$ cat config.mk
export PLATFORM = sky130hd
export DESIGN_NAME = rd_hazard_spacer
export DESIGN_NICKNAME = d
export VERILOG_FILES = /design/src/rtl/rhs_pkg.sv /design/src/rtl/rhs_addr_classifier.sv /design/src/rtl/rhs_hazard_timer.sv /design/src/rtl/rhs_stall_counter.sv /design/src/rtl/rd_hazard_spacer.sv
export SDC_FILE = /design/constraint.sdc
export NUM_CORES = 1
export LEC_CHECK = 0
export ABC_AREA = 1
export BUFFER_PORTS_ARGS = -buffer_cell sky130_fd_sc_hd__clkbuf_2
export CAP_MARGIN = 20
export CORE_UTILIZATION = 51
export DETAILED_ROUTE_END_ITERATION = 6
export PLACE_DENSITY_LB_ADDON = 0.08
export SLEW_MARGIN = 20
export SYNTH_ARGS = -nofsm -noshare
export SYNTH_HDL_FRONTEND = slang
export SYNTH_SLANG_ARGS = --single-unit
$ cat constraint.sdc
create_clock -name clk -period 1.8 [get_ports clk]
set_input_delay 0.18 -clock clk [delete_from_list [all_inputs] [get_ports clk]]
set_output_delay 0.18 -clock clk [all_outputs]
set_load 0.005 [all_outputs]
$ cat src/rtl/rhs_pkg.sv
// Shared definitions for the read hazard spacer.
// Assumes callers pass positive divisors to ceil_div.
package rhs_pkg;

    localparam int NCH     = 3;   // number of hazard channels
    localparam int CH_RX   = 0;   // receive-info guard channel
    localparam int CH_TX   = 1;   // transmit-info guard channel
    localparam int CH_DROP = 2;   // dropped-frame counter channel

    // Integer division rounded up
    function automatic int ceil_div(input int num, input int den);
        return (num + den - 1) / den;
    endfunction

endpackage

$ cat src/rtl/rhs_addr_classifier.sv
// Sorts a read address into hazard roles.
// trig: the channels whose interval restarts when this address is read.
// guard: the channel (at most one) that must be idle before this address may be read.
// Assumes the register addresses are distinct.
module rhs_addr_classifier
    import rhs_pkg::*;
#(
    parameter int          ADDR_W     = 8,
    parameter logic [7:0]  A_RXDATA   = 8'h00,
    parameter logic [7:0]  A_RXSTAT   = 8'h40,
    parameter logic [7:0]  A_TXSTAT   = 8'h48,
    parameter logic [7:0]  A_RXINFO   = 8'h7C,
    parameter logic [7:0]  A_TXINFO   = 8'h80,
    parameter logic [7:0]  A_DROP     = 8'hA0
) (
    input  logic [ADDR_W-1:0] addr,
    output logic [NCH-1:0]    trig,
    output logic [NCH-1:0]    guard
);

    // Decode the side-effect sources and the guarded targets
    always_comb begin
        trig  = '0;
        guard = '0;
        if (addr == ADDR_W'(A_RXDATA) || addr == ADDR_W'(A_RXSTAT)) trig[CH_RX] = 1'b1;
        if (addr == ADDR_W'(A_TXSTAT)) trig[CH_TX] = 1'b1;
        if (addr == ADDR_W'(A_DROP)) begin
            trig[CH_DROP]  = 1'b1;
            guard[CH_DROP] = 1'b1;
        end
        if (addr == ADDR_W'(A_RXINFO)) guard[CH_RX] = 1'b1;
        if (addr == ADDR_W'(A_TXINFO)) guard[CH_TX] = 1'b1;
    end

endmodule

$ cat src/rtl/rhs_hazard_timer.sv
// One hazard channel.
// A load arms the channel. It is then pending until WAIT_CYC edges have passed
// since the load, or until DUMMY_N filler reads have been credited, whichever comes first.
// Assumes WAIT_CYC >= 1 and DUMMY_N >= 1.
module rhs_hazard_timer #(
    parameter int WAIT_CYC = 62,
    parameter int DUMMY_N  = 3,
    localparam int CYC_W   = $clog2(WAIT_CYC + 1),
    localparam int DCNT_W  = $clog2(DUMMY_N + 1),
    localparam int LOAD_CYC = (WAIT_CYC > 0) ? WAIT_CYC - 1 : 0
) (
    input  logic clk,
    input  logic rst_n,
    input  logic load,
    input  logic dummy_ack,
    output logic pending
);

    logic [CYC_W-1:0]  tmr;
    logic [DCNT_W-1:0] dcnt;

    // Count down the remaining cycles and filler credits; restart on load
    always_ff @(posedge clk) begin
        if (!rst_n) begin
            tmr  <= '0;
            dcnt <= '0;
        end else if (load) begin
            tmr  <= CYC_W'(LOAD_CYC);
            dcnt <= DCNT_W'(DUMMY_N);
        end else begin
            if (tmr != '0) tmr <= tmr - 1'b1;
            if (dummy_ack && dcnt != '0) dcnt <= dcnt - 1'b1;
        end
    end

    // Blocked only while both time and filler credit remain
    assign pending = (tmr != '0) && (dcnt != '0);

    AST_TMR_BOUND: assert property (@(posedge clk) disable iff (!rst_n)
        tmr <= CYC_W'(LOAD_CYC));
    AST_DCNT_NO_RISE: assert property (@(posedge clk) disable iff (!rst_n)
        !load |=> dcnt <= $past(dcnt));
    AST_CLEAR_STAYS: assert property (@(posedge clk) disable iff (!rst_n)
        (!pending && !load) |=> !pending);

endmodule

$ cat src/rtl/rhs_stall_counter.sv
// Counts the cycles on which a presented request was held by a hazard.
// The count wraps modulo 2**STALL_W.
module rhs_stall_counter #(
    parameter int STALL_W = 16
) (
    input  logic               clk,
    input  logic               rst_n,
    input  logic               hit,
    output logic [STALL_W-1:0] count
);

    // Advance once for each hazard stall cycle
    always_ff @(posedge clk) begin
        if (!rst_n)   count <= '0;
        else if (hit) count <= count + 1'b1;
    end

endmodule

$ cat src/rtl/rd_hazard_spacer.sv
// Read-after-read hazard spacer.
// Forwards host read requests downstream and holds a read of a dependent register
// until its channel's interval has passed since the last side-effect read.
// In dummy-fill mode it fills the wait with test-register reads.
// Assumes the host keeps h_addr stable while h_valid is high and h_ready is low.
module rd_hazard_spacer
    import rhs_pkg::*;
#(
    parameter int         ADDR_W       = 8,
    parameter int         STALL_W      = 16,
    parameter int         CLK_PS       = 8000,
    parameter int         BUS_CYCLE_NS = 165,
    parameter int         SHORT_NS     = 495,
    parameter int         LONG_NS      = 660,
    parameter logic [7:0] A_RXDATA     = 8'h00,
    parameter logic [7:0] A_RXSTAT     = 8'h40,
    parameter logic [7:0] A_TXSTAT     = 8'h48,
    parameter logic [7:0] A_TEST       = 8'h64,
    parameter logic [7:0] A_RXINFO     = 8'h7C,
    parameter logic [7:0] A_TXINFO     = 8'h80,
    parameter logic [7:0] A_DROP       = 8'hA0
) (
    input  logic               clk,
    input  logic               rst_n,
    input  logic               cfg_dummy_mode,
    input  logic               h_valid,
    input  logic [ADDR_W-1:0]  h_addr,
    output logic               h_ready,
    output logic               d_valid,
    output logic [ADDR_W-1:0]  d_addr,
    output logic               d_dummy,
    input  logic               d_ready,
    output logic [STALL_W-1:0] stall_cnt
);

    logic [NCH-1:0] trig;
    logic [NCH-1:0] guard;
    logic [NCH-1:0] pending;
    logic           blocked;

    rhs_addr_classifier #(
        .ADDR_W   (ADDR_W),
        .A_RXDATA (A_RXDATA),
        .A_RXSTAT (A_RXSTAT),
        .A_TXSTAT (A_TXSTAT),
        .A_RXINFO (A_RXINFO),
        .A_TXINFO (A_TXINFO),
        .A_DROP   (A_DROP)
    ) u_cls (
        .addr  (h_addr),
        .trig  (trig),
        .guard (guard)
    );

    // One timer per channel; the dropped-frame channel uses the long interval
    for (genvar ch = 0; ch < NCH; ch++) begin : g_ch
        localparam int WNS = (ch == CH_DROP) ? LONG_NS : SHORT_NS;
        localparam int WC  = ceil_div(WNS * 1000, CLK_PS);
        localparam int DN  = ceil_div(WNS, BUS_CYCLE_NS);
        logic load_c;
        logic ack_c;
        assign load_c = h_valid && h_ready && trig[ch];
        assign ack_c  = d_valid && d_ready && d_dummy && guard[ch];
        rhs_hazard_timer #(
            .WAIT_CYC (WC),
            .DUMMY_N  (DN)
        ) u_tmr (
            .clk       (clk),
            .rst_n     (rst_n),
            .load      (load_c),
            .dummy_ack (ack_c),
            .pending   (pending[ch])
        );
    end

    // Request is blocked when its guard channel is still pending
    assign blocked = h_valid && ((guard & pending) != '0);

    // Steer the downstream request: pass through, filler read, or nothing
    always_comb begin
        h_ready = d_ready && !blocked;
        d_valid = h_valid && (!blocked || cfg_dummy_mode);
        d_dummy = blocked && cfg_dummy_mode;
        d_addr  = blocked ? ADDR_W'(A_TEST) : h_addr;
    end

    rhs_stall_counter #(
        .STALL_W (STALL_W)
    ) u_cnt (
        .clk   (clk),
        .rst_n (rst_n),
        .hit   (blocked && d_ready),
        .count (stall_cnt)
    );

    AST_NO_EARLY_DEP: assert property (@(posedge clk) disable iff (!rst_n)
        (d_valid && !d_dummy) |-> ((guard & pending) == '0));
    AST_ADDR_PASS: assert property (@(posedge clk) disable iff (!rst_n)
        (d_valid && !d_dummy) |-> (d_addr == h_addr));
    AST_DUMMY_MODE: assert property (@(posedge clk) disable iff (!rst_n)
        d_dummy |-> (cfg_dummy_mode && !h_ready && d_addr == ADDR_W'(A_TEST)));
    AST_BACKPRESSURE: assert property (@(posedge clk) disable iff (!rst_n)
        !d_ready |-> !h_ready);
    AST_STALL_STEP: assert property (@(posedge clk) disable iff (!rst_n)
        (h_valid && d_ready && !h_ready) |=> (stall_cnt != $past(stall_cnt)));
    AST_STALL_IDLE: assert property (@(posedge clk) disable iff (!rst_n)
        (!h_valid || !d_ready) |=> $stable(stall_cnt));

endmodule

Word level (Yosys, flattened, before mapping):

Cells that the tools add are included.

* add/subtract/negate cells: 7
* multiply operators: 0
* divide/modulo/power cells: 0
* $lt $le $gt $ge: 0
* eq/ne operators: 5
* shifts and indexed selects: 0
* muxes and demuxes: 18
* bitwise logic cells: 2
* reduce and logical (&&, ||, !) cells: 40

Operator list (number)
* 8-bit by 7-bit equality test with 1-bit output (second input constant): 3
* 6-bit two-way mux: 4
* 1-bit logical AND: 20
* 16-bit by 1-bit adder with 16-bit output (second input constant): 1
* 8-bit equality test (second input constant): 2
* 2-bit nonzero test: 8
* 7-bit two-way mux: 2
* 6-bit nonzero test: 2
* 6-bit by 1-bit subtractor with 6-bit output (second input constant): 2
* 8-bit zero test: 1
* 2-bit two-way mux: 4
* 8-bit two-way mux: 1
* 7-bit nonzero test: 1
* 7-bit by 1-bit subtractor with 7-bit output (second input constant): 1
* 3-bit two-way mux: 2
* 3-bit nonzero test: 2
* 2-bit OR reduction: 3
* 1-bit two-way mux: 5
* 2-bit by 1-bit subtractor with 2-bit output (second input constant): 2
* 3-bit bitwise AND: 1
* 3-bit by 1-bit subtractor with 3-bit output (second input constant): 1
* 1-bit logical OR: 2
* 1-bit zero test: 1
* 1-bit NOT: 1

* bits in registers: 42
* latch bits: 0
* RAM bits: 0
* bits in read-only memories: 0
* output and inout port bits: 27
* word-level logic and storage cells: 83
* memories kept: 0

Longest topological paths before layout:

* word-level depth: 14
* depth in mapped cells: 14

Cells and area by module:

A second synthesis with hierarchy kept.

* cells, all modules: 400
* area, all modules: 2626.3 um^2

By module, submodules not included
* rhs_hazard_timer at g_ch[0].u_tmr ...: instances 2, cells an instance 64, area each 439.2 um^2
* rhs_stall_counter: instances 1, cells an instance 126, area each 845.8 um^2
* rhs_hazard_timer at g_ch[2].u_tmr: instances 1, cells an instance 74, area each 545.5 um^2
* rd_hazard_spacer: instances 1, cells an instance 44, area each 240.2 um^2
* rhs_addr_classifier: instances 1, cells an instance 28, area each 116.4 um^2

Least setup slack after synthesis:

Ideal clock, no wire load.

* kind: register to register
* start point: reg g_ch[0].u_tmr.tmr[0]
* end point: reg g_ch[1].u_tmr.dcnt[0]
* library setup time: 56 ps
* arrival time: 1671 ps
* slack: 74 ps
* cell stages (with the launch flop): 15
* period minus slack after synthesis: 1726 ps
* path through: dfxtp_1 -> inv_1 -> ha_1 -> inv_1 -> nor2_4 -> nand3b_2 -> nand3_2 -> nand3_4 -> nand2_8 -> inv_2 -> nor2_4 -> nand3_4 -> nand3_1 -> nand2_1 -> inv_1

* elaborated cells between the ends (all ways): 18
* those cells by class: mux (1); bitwise (1); reduce/logical (16)

RTL lines
* from (decl): line rhs_hazard_timer.sv:19 `logic [CYC_W-1:0] tmr;`
* from (signal assigned): line rhs_hazard_timer.sv:28 `tmr <= CYC_W'(LOAD_CYC);`
* from (signal assigned): line rhs_hazard_timer.sv:31 `if (tmr != '0) tmr <= tmr - 1'b1;`
* 6-bit nonzero test *: line rhs_hazard_timer.sv:37 `assign pending = (tmr != '0) && (dcnt != '0);`
* 1-bit logical AND *: line rhs_hazard_timer.sv:37
* 3-bit bitwise AND *: line rd_hazard_spacer.sv:77 `assign blocked = h_valid && ((guard & pending) != '0);`
* 3-bit nonzero test *: line rd_hazard_spacer.sv:77
* 1-bit logical AND *: line rd_hazard_spacer.sv:77
* 1-bit zero test *: line rd_hazard_spacer.sv:81 `h_ready = d_ready && !blocked;`
* 1-bit logical AND *: line rd_hazard_spacer.sv:81
* net h_ready: line rd_hazard_spacer.sv:28 `output logic h_ready,`
* 1-bit logical AND * (2 in series): line rd_hazard_spacer.sv:62 `assign load_c = h_valid && h_ready && trig[ch];`
* 2-bit two-way mux or 2-bit nonzero test (tied branches)
* to (signal assigned): line rhs_hazard_timer.sv:29 `dcnt <= DCNT_W'(DUMMY_N);`
* to (signal assigned): line rhs_hazard_timer.sv:32 `if (dummy_ack && dcnt != '0) dcnt <= dcnt - 1'b1;`
* to (decl): line rhs_hazard_timer.sv:20 `logic [DCNT_W-1:0] dcnt;`

The timed path passes the listed nets; every way through them passes the cells marked *.
A chain may end at the register's enable or synchronous reset.

Worst setup path after layout:

* start point: reg g_ch[0].u_tmr.tmr[1]
* end point: out h_ready

* word-level cells in the longest chain between the ends: 7

Ends and longest elaborated chain (line)
* 6-bit nonzero test: rhs_hazard_timer.sv:37
* 1-bit logical AND: rhs_hazard_timer.sv:37
* 3-bit bitwise AND: rd_hazard_spacer.sv:77
* 3-bit nonzero test: rd_hazard_spacer.sv:77
* 1-bit logical AND: rd_hazard_spacer.sv:77
* 1-bit zero test: rd_hazard_spacer.sv:81
* 1-bit logical AND: rd_hazard_spacer.sv:81
* to (decl): rd_hazard_spacer.sv:28

No other way between the ends.

==> results.tsv <==
stage	metric	value	unit
worst_setup_path	critical path arrival	1.72	ns
cells_and_area	diode count	0	
min_path	worst hold start	rst_n	
min_path	hold crit path type	in2reg	
min_path	hold path endpoint	g_ch[1].u_tmr.dcnt[0]$_SDFFE_PN0P_	
cells_and_area	layout cells sized above 1	34.93	%
yosys	Synth Area per Inst	7.055	µm²
sta	final setup margin	-0.09759	ns
sta	Setup Skew	0.009236	ns
cells_and_area	register area	849.6	µm²
yosys	Post-Syn Area	0.002575	mm²
global_route	initial antenna violation count	0	
global_route	vias in the first global route	2238	
routing	average wire per standard cell	11.48	µm
yosys	Yosys cell types	37	
place	Post-DP Area	0.002968	mm²
routing	Vias per Instance	4.962	
worst_setup_path	Crit path required time	1.62	ns
power_and_ir_drop	Pint	2.384	mW
floorplanning	Starting Density	53.80	%
sta	maximum clock rate	527.0	MHz
clocking	clock buffer depth	2	
min_path	hold depth	3	
routing	via count	2506	
sta	Final TNS setup	-0.4724	ns
yosys	most frequent cell after synthesis	nand2_1	
global_route	first-pass GRT wire length	9356	µm
place	DP HPWL	4375	µm
power_and_ir_drop	sequential power share	33.3	%
routing	routed wire length	5795	µm
floorplanning	die area	0.005337	mm²
global_route	largest net degree at the start of global routing	17	
run	Max Cap Violations	0	
cells_and_area	Layout area overhead	30.08	%
sta	Final Slew Violations	0	
floorplanning	chip width	73.06	µm
sta	final setup violation count	9	
yosys	most frequent cells after synthesis	nand2_1, inv_1, dfxtp_1	
sta	headroom to the max-slew limit	71.65	%
power_and_ir_drop	Clk pwr share	19.6	%
yosys	fraction of registers with async set/reset	0	%
sta	fin crit period	1.898	ns
yosys	adder-cell share of the synthesized area	3.887	%
yosys	XOR/XNOR share of the synthesized area	4.422	%
routing	Post-DRT Antenna Nets	0	
yosys	post-synthesis simple-gate area fraction	38.39	%
global_route	remaining global-route overflow	0	
floorplanning	# rows	25	
yosys	largest area contributor in the netlist	dfxtp_1	
worst_setup_path	worst r2r path cells	14	
place	PortBufs	39	
power_and_ir_drop	switching power	1.304	mW
routing	DRC viols	0	
clocking	clk sinks	42	
yosys	syn nets	386	
worst_setup_path	CP endpoint kind	output port	
clocking	hold buffer count at CTS	0	
clocking	Worst-Skew Late Latency	0.29	ns
floorplanning	I/O Pins	40	
yosys	Post-synth EDFFs	0	
routing	first drt pass iteration count	4	
yosys	Mapped Cells	365	
global_route	GRT Overall Usage	22.39	%
clocking	CTS tree	yes	
yosys	largest family of logic cells by synthesized area	simple AND/OR/NAND/NOR gates	
power_and_ir_drop	Power, Total	3.688	mW
worst_setup_path	R2R Setup Slk	0.05	ns
floorplanning	Die Height	73.06	µm
yosys	Primary FF master, synth	dfxtp_1	
clocking	CTS Buf Count	5	
clocking	CTS root buf	clkbuf_8	
run_status	failing checks	setup timing	
yosys	Seq cells post-synth	42	
power_and_ir_drop	power share of the combinational group	47.1	%
cells_and_area	fillers	399	
run_status	status	complete, but fails checks	
worst_setup_path	reg2reg start	g_ch[0].u_tmr.tmr[1]$_SDFFE_PP0N_	
sta	RSZ-0062 raised after global routing	true	
yosys	post-synth top area share	32.65	%
yosys	Synth area leaders	dfxtp_1, nand2_1, inv_1	
cells_and_area	area of the multi-input gates	0.001614	mm²
place	DP Worst Slack	0.001203	ns
floorplanning	core box area	0.004786	mm²
yosys	Synth Area in Compound Gates	10.54	%
sta	worst slew pin tran	0.4219	ns
routing	First DRT Iteration DRCs	87	
worst_setup_path	Startpoint Class	register	
cells_and_area	fin nets	458	
clocking	Clk pin slew, worst setup/hold paths	0.08	ns
place	Final GP Congestion	0.8785	
worst_setup_path	reg2reg end	g_ch[2].u_tmr.tmr[5]$_SDFFE_PP0N_	
yosys	sequential area share after synthesis	32.65	%
power_and_ir_drop	Sw Share	35.36	%
sta	Final Hold Viols	0	
yosys	yosys synthesis warning count	0	
cells_and_area	design area	0.003349	mm²
sta	period utilisation layout	105.4	%
power_and_ir_drop	power density over the cells	1101	mW/mm²
power_and_ir_drop	worst vdd ir	1.039	mV
worst_setup_path	crit path max fanout	3	
power_and_ir_drop	leakage	1.531	nW
worst_setup_path	Critical Setup Path Class	reg2out	
yosys	multiplexer area fraction after synthesis	0	%
clocking	H-Tree Depth	2	
[per-stage QoR]
stage          utilization (%)  std cells  hold WS (ns)
3_5_place_dp             62.01        483        0.4562
2_1_floorplan                -        365        0.4010
3_3_place_gp             62.01        483        0.4504
6_report                 69.99        505        0.2201
5_1_grt                  69.99        505        0.2325
4_1_cts                  66.38        497        0.2061
[area by class of cell]
class	instances	area share, %
Inverter	61	7.135
Tap cell	67	2.503
Clock inverter	3	1.195
Sequential cell	42	25.36
Timing Repair Buffer	72	13.56
Clock buffer	5	2.055
Multi-Input combinational cell	255	48.19
[kinds of logic (layout without fill, tap and decap cells)]
kind of cell / after synthesis / count (layout)
simple gates: 183 / 183
flops: 42 / 42
buf+inv: 68 / 141
fa+ha+maj: 8 / 8
xor+xnor: 13 / 13
compound gates: 51 / 51
[worst max-delay path, stage by stage (launching register included)]
cell,delay (ns)
dfxtp_2,0.33
inv_2,0.06
ha_4,0.13
inv_4,0.03
nor2_4,0.12
nand3b_4,0.11
nand3_4,0.09
nand3_4,0.11
nand2_8,0.09
inv_6,0.04
nor2_4,0.15
buf_2,0.16
[registers in the layout, summed over array words and instances, names as in the netlist]
signal	cells
g_ch.u_tmr.tmr	19
u_cnt.count	16
g_ch.u_tmr.dcnt	7
[per-layer routing]
metal | global-route usage (%) | wire [µm] | vias to the layer above
met3 | 3.729 | 209 | 2
met4 | 5.882 | 22 | 0
met1 | 26.70 | 2661 | 1146
met2 | 41.15 | 2902 | 39
met5 | 0 | 0 | -
li1 | - | - | 1319
[power by group through the flow]
stage	Combinational (mW)	Sequential [mW]	Clock (mW)
finish	1.74	1.23	0.723
global route	1.94	1.25	0.777
CTS	1.51	1.22	0.751
detailed placement	1.28	1.22	0
global placement	1.26	1.22	0
floorplan	0.934	1.20	0
[worst max path at each step]
stage / from / to / slack (ns) / depth (start not counted)
finish: g_ch[0].u_tmr.tmr[1]$_SDFFE_PP0N_ / h_ready / -0.1 / 11
global route: g_ch[0].u_tmr.tmr[1]$_SDFFE_PP0N_ / d_addr[3] / -0.17 / 12
CTS: g_ch[2].u_tmr.tmr[1]$_SDFFE_PN0P_ / d_addr[4] / -0.15 / 12
detailed placement: g_ch[0].u_tmr.tmr[0]$_SDFFE_PN0P_ / g_ch[0].u_tmr.dcnt[0]$_SDFFE_PN0P_ / 0.001 / 14
global placement: g_ch[0].u_tmr.tmr[0]$_SDFFE_PN0P_ / g_ch[1].u_tmr.dcnt[0]$_SDFFE_PN0P_ / 0.04 / 14
floorplan: g_ch[0].u_tmr.tmr[0]$_SDFFE_PN0P_ / g_ch[1].u_tmr.dcnt[0]$_SDFFE_PN0P_ / 0.07 / 14
[timing repair]
item | CTS | global route
pin swaps | 11 | 17
gates resized for setup | 18 | 39
endpoints found under the setup margin | 10 | 43
buffers inserted | 6 | 8
[placed cells by master, fill, tap and decap left out, types with 3 or more instances in the layout]
master,Yosys,final
nand2_1,71,67
inv_1,51,43
a21oi_1,35,35
dfxtp_1,42,35
clkbuf_2,1,34
nor2_1,36,32
buf_4,0,30
nand3_1,23,20
inv_2,9,15
xor2_1,9,9
nand4_1,8,8
o21ai_0,8,8
nor3_1,10,8
nor2_4,6,7
dfxtp_2,0,7
nor2_2,3,6
nand3_4,3,6
nand2_2,3,5
nand3_2,5,5
clkbuf_8,0,5
buf_2,1,5
o21a_1,4,4
xnor2_1,4,4
nor3_2,1,3
nor4_1,3,3
ha_2,0,3
ha_4,0,3
buf_6,0,3
Note: power is estimated with default switching activity, not from simulation.
